File: src/rtl/wsh_pkg.sv
package wsh_pkg;
    localparam int ILEN = 32;
    localparam int REGW = 5;

    localparam logic [6:0] OPC_WORD_IMM = 7'b0011011;
    localparam logic [6:0] F7_PLAIN     = 7'b0000000;
    localparam logic [6:0] F7_ARITH     = 7'b0100000;
    localparam logic [2:0] F3_LEFT      = 3'b001;
    localparam logic [2:0] F3_RIGHT     = 3'b101;

    typedef enum logic [1:0] {
        OP_NONE = 2'd0,
        OP_SLL  = 2'd1,
        OP_SRL  = 2'd2,
        OP_SRA  = 2'd3
    } wop_e;
endpackage

File: src/rtl/wsh_decode.sv
module wsh_decode
    import wsh_pkg::*;
(
    input  logic            valid_i,
    input  logic [ILEN-1:0] instr_i,
    output wop_e            op_o,
    output logic            illegal_o
);
    logic [9:0] funct_pair;
    assign funct_pair = {instr_i[31:25], instr_i[14:12]};

    always_comb begin
        op_o      = OP_NONE;
        illegal_o = 1'b0;
        if (valid_i && instr_i[6:0] == OPC_WORD_IMM) begin
            unique case (funct_pair)
                {F7_PLAIN, F3_LEFT}:  op_o = OP_SLL;
                {F7_PLAIN, F3_RIGHT}: op_o = OP_SRL;
                {F7_ARITH, F3_RIGHT}: op_o = OP_SRA;
                default:              illegal_o = 1'b1;
            endcase
        end
    end
endmodule

File: src/rtl/wsh_shifter.sv
module wsh_shifter
    import wsh_pkg::*;
#(
    parameter int WORD = 32,
    localparam int SHW = $clog2(WORD)
) (
    input  logic [WORD-1:0] word_i,
    input  logic [SHW-1:0]  shamt_i,
    input  wop_e            op_i,
    output logic [WORD-1:0] res_o
);
    logic [WORD-1:0] left_stg  [SHW+1];
    logic [WORD-1:0] right_stg [SHW+1];
    logic            fill;

    assign fill         = (op_i == OP_SRA) ? word_i[WORD-1] : 1'b0;
    assign left_stg[0]  = word_i;
    assign right_stg[0] = word_i;

    for (genvar k = 0; k < SHW; k++) begin : g_stage
        localparam int D = 1 << k;
        assign left_stg[k+1]  = shamt_i[k] ? {left_stg[k][WORD-1-D:0], {D{1'b0}}}
                                           : left_stg[k];
        assign right_stg[k+1] = shamt_i[k] ? {{D{fill}}, right_stg[k][WORD-1:D]}
                                           : right_stg[k];
    end

    always_comb begin
        unique case (op_i)
            OP_SLL:         res_o = left_stg[SHW];
            OP_SRL, OP_SRA: res_o = right_stg[SHW];
            default:        res_o = '0;
        endcase
    end
endmodule

File: src/rtl/wsh_sext.sv
module wsh_sext #(
    parameter int IN_W  = 32,
    parameter int OUT_W = 64
) (
    input  logic [IN_W-1:0]  in_i,
    output logic [OUT_W-1:0] out_o
);
    assign out_o = {{(OUT_W-IN_W){in_i[IN_W-1]}}, in_i};
endmodule

File: src/rtl/wsh_unit.sv
module wsh_unit
    import wsh_pkg::*;
#(
    parameter int XLEN = 64,
    parameter int WORD = 32,
    localparam int SHW = $clog2(WORD)
) (
    input  logic            valid_i,
    input  logic [31:0]     instr_i,
    input  logic [XLEN-1:0] src_i,
    output logic            match_o,
    output logic            illegal_o,
    output logic [4:0]      rd_o,
    output logic            wen_o,
    output logic [XLEN-1:0] result_o
);
    wop_e            op;
    logic [WORD-1:0] shifted;
    logic [XLEN-1:0] widened;

    wsh_decode u_dec (
        .valid_i   (valid_i),
        .instr_i   (instr_i),
        .op_o      (op),
        .illegal_o (illegal_o)
    );

    wsh_shifter #(.WORD(WORD)) u_shf (
        .word_i  (src_i[WORD-1:0]),
        .shamt_i (instr_i[20 +: SHW]),
        .op_i    (op),
        .res_o   (shifted)
    );

    wsh_sext #(.IN_W(WORD), .OUT_W(XLEN)) u_ext (
        .in_i  (shifted),
        .out_o (widened)
    );

    assign rd_o     = instr_i[11:7];
    assign match_o  = (op != OP_NONE);
    assign wen_o    = match_o && (rd_o != '0);
    assign result_o = match_o ? widened : '0;
endmodule

File: config.mk
export PLATFORM = sky130hd
export DESIGN_NAME = wsh_unit
export DESIGN_NICKNAME = d
export VERILOG_FILES = /design/src/rtl/wsh_pkg.sv /design/src/rtl/wsh_decode.sv /design/src/rtl/wsh_shifter.sv /design/src/rtl/wsh_sext.sv /design/src/rtl/wsh_unit.sv
export SDC_FILE = /design/constraint.sdc
export NUM_CORES = 1
export LEC_CHECK = 0
export BUFFER_PORTS_ARGS = -buffer_cell sky130_fd_sc_hd__buf_2
export CORE_MARGIN = 2
export CORE_UTILIZATION = 30
export DETAILED_ROUTE_END_ITERATION = 10
export RECOVER_POWER = 100
export SLEW_MARGIN = 15
export SYNTH_ARGS = -nofsm -noshare
export SYNTH_HDL_FRONTEND = slang
export SYNTH_HIERARCHICAL = 1
export SYNTH_SLANG_ARGS = --single-unit
File: constraint.sdc
create_clock -name vclk -period 5.4
set_clock_uncertainty 0.1 [all_clocks]
set_input_delay 1.08 -clock vclk [all_inputs]
set_output_delay 1.08 -clock vclk [all_outputs]
set_load 0.05 [all_outputs]
==> flow_metrics.py <==
metrics = {
    "placement": {
        "gp_congestion": 1.002,
        "dp_hpwl_mm": 14.62,
        "postPlaceCellArea_sq_um": 5477,
        "portBuffers": 132,
        "place_ws_ns": 0.5480,
    },
    "sta": {
        "tightest_slew_ns": 1.095,
        "finalMaxSlewViolations": 0,
        "postLayoutSetupSlackWorst_ns": 0.2633,
        "post-route-period-util_pct": 95.12,
        "grt_setup_unrepaired": "false",
        "fin_crit_ns": 5.137,
        "setup_viol": 0,
        "fmax_mhz": 194.7,
        "setup_tns_ns": 0,
        "slew_headroom_pct": 26.76,
        "hold_viol_final": 0,
    },
    "floorplan": {
        "pin_count": 169,
        "start_util_pct": 30.51,
        "core-area_sq_um": 16470,
        "die_area_sq_um": 17800,
        "dieHeight_um": 133.4,
        "row_count": 47,
        "die_x_um": 133.4,
    },
    "pwr": {
        "max-vdd-ir-drop_mv": 0.03108,
        "p_per_area_nw_per_um2": 71.47,
        "leakage_nw": 2.181,
    },
    "final_layout": {
        "layout_commonest_cell": "buf_2",
        "seq_area_sq_um": 0,
        "final_area_sq_um": 5408,
        "design.seq.count": 0,
        "diodes": 0,
        "drive_gt1_share_pct": 33.28,
        "layout-area-overhead-vs-synth_pct": 7.646,
        "final_nets": 772,
        "nClkBuffers": 0,
        "utilization_pct": 32.84,
        "final_cell_mix": "buf_2, nand2_1, clkbuf_1",
    },
    "detailed_routing": {
        "drt_wl_total_mm": 18.67,
        "vias": 5364,
        "post_drt_wl_per_cell_um": 20.91,
        "avgViaCountPerCell": 6.007,
        "ant_nets": 0,
        "route.detailed.drc": 0,
        "firstDrtPassIters": 6,
        "drt_iter0_drc": 692,
    },
    "grt": {
        "grt_pass1_vias": 4776,
        "grt_pass1_wl_mm": 28.25,
        "grt_remaining_overflow": 0,
        "antenna_found_initial": 0,
        "grt_usage_pct": 19.76,
        "grt_max_degree": 67,
    },
    "setup_path": {
        "crit_type": "in -> out",
        "startpoint_type": "primary input",
        "cp_slowest_cell": "or3b_2",
        "cp_top_family": "simple AND/OR/NAND/NOR gates",
        "cp_cell_sequence": "buf_2 -> and4bb_2 -> nand4_1 -> nor2_1 -> buf_4 -> or3b_2 -> nor2_1 -> nand3_1 -> o21ai_0 -> a221o_1 -> and2_1 -> clkbuf_1",
        "end_kind": "primary output",
        "crit_top_cell": "nor2_1",
        "worst_ep_required_time_ns": 4.22,
        "crit_path_max_fanout": 12,
        "cp_num_buf_inv": 3,
        "cpPeakStageDelay_ns": 0.60,
        "cp.arrival_ns": 3.96,
    },
    "run_status": {
        "outcome": "finished clean",
    },
    "synth": {
        "synth_warnings": 6,
        "avgSynthCellArea_sq_um": 7.874,
        "syn_nets": 735,
        "synth_cell_types": 62,
        "synthCells": 638,
        "syn-cell-area_sq_um": 5024,
        "seq_area_frac_synth_pct": 0,
    },
    "clocking": {
        "cts_resized": 0,
        "cts_hold_buf": 0,
        "cts_setup_buffers": 0,
    },
    "run": {
        "maxCapViolCount": 0,
    },
    "worst_hold_path": {
        "min_path_type": "in -> out",
    },
}
per-stage QoR:
step / total power [mW] / instances / hold slack, ns
after CTS: 0.3766 / 893 / 2.360
after floorplan: 0.2564 / 638 / 2.227
final: 0.3865 / 893 / 2.444
after detailed placement: 0.3755 / 893 / 2.360
after global placement: 0.3758 / 893 / 2.359
after global routing: 0.4104 / 893 / 2.447
worst paths after layout:
check | start | end | slack, ns | depth (start not counted)
worst max-delay path | instr_i[4] | result_o[11] | 0.26 | 12
worst min-delay path | instr_i[7] | rd_o[0] | 2.44 | 2
layer usage:
metal  up-vias  share of wire [%]  track usage (%)
met5         -                  0                0
met4         0                3.1            4.728
met3        46                 12            3.387
met2       385                 42            29.78
met1      2505                 43            29.27
li1       2428                  -                -
kinds of logic (layout without fill, tap and decap cells):
| logic type | after synthesis | in the layout | share of synthesized area, % |
|---|---|---|---|
| AO/OA/AOI/OAI | 162 | 162 | 22.69 |
| XOR/XNOR | 1 | 1 | 0.1744 |
| buffers and inverters | 133 | 168 | 17.36 |
| multiplexers | 121 | 121 | 36.71 |
| AND/OR/NAND/NOR | 221 | 221 | 23.06 |
synth_stat cells (6+ instances only):
cell	n	share of area, %
a22oi_1	8	1.2
mux2_2	24	5.4
a221oi_1	8	1.4
o22ai_1	19	2.4
a22o_1	7	1.2
nand2_1	60	4.5
buf_2	15	1.5
nor2_1	39	2.9
a21oi_1	22	2.2
a31oi_1	6	0.75
o211ai_1	13	1.9
buf_4	76	11
mux4_2	40	18
a221o_1	7	1.4
nand3_1	15	1.5
and2_1	69	8.6
clkbuf_1	25	1.9
nand2b_1	9	1.1
buf_6	7	1.6
mux4_1	6	3.1
mux2i_1	50	10
o21ai_0	31	3.1
o221ai_1	8	1.4
a211oi_1	8	1.2
area by class of cell:
class / instances / area (sq um)
inverters: 5 / 18.77
repair buffers: 163 / 877.1
well taps: 220 / 275.3
fillers: 1801 / 11060
multi-input cells: 505 / 4237
power by group:
part	switching (mW)	total [mW]	internal, mW
clock network	0	0	0
registers	0	0	0
logic	0.227	0.387	0.159
total	0.227	0.387	0.159
Note: power is estimated with default switching activity, not from simulation.
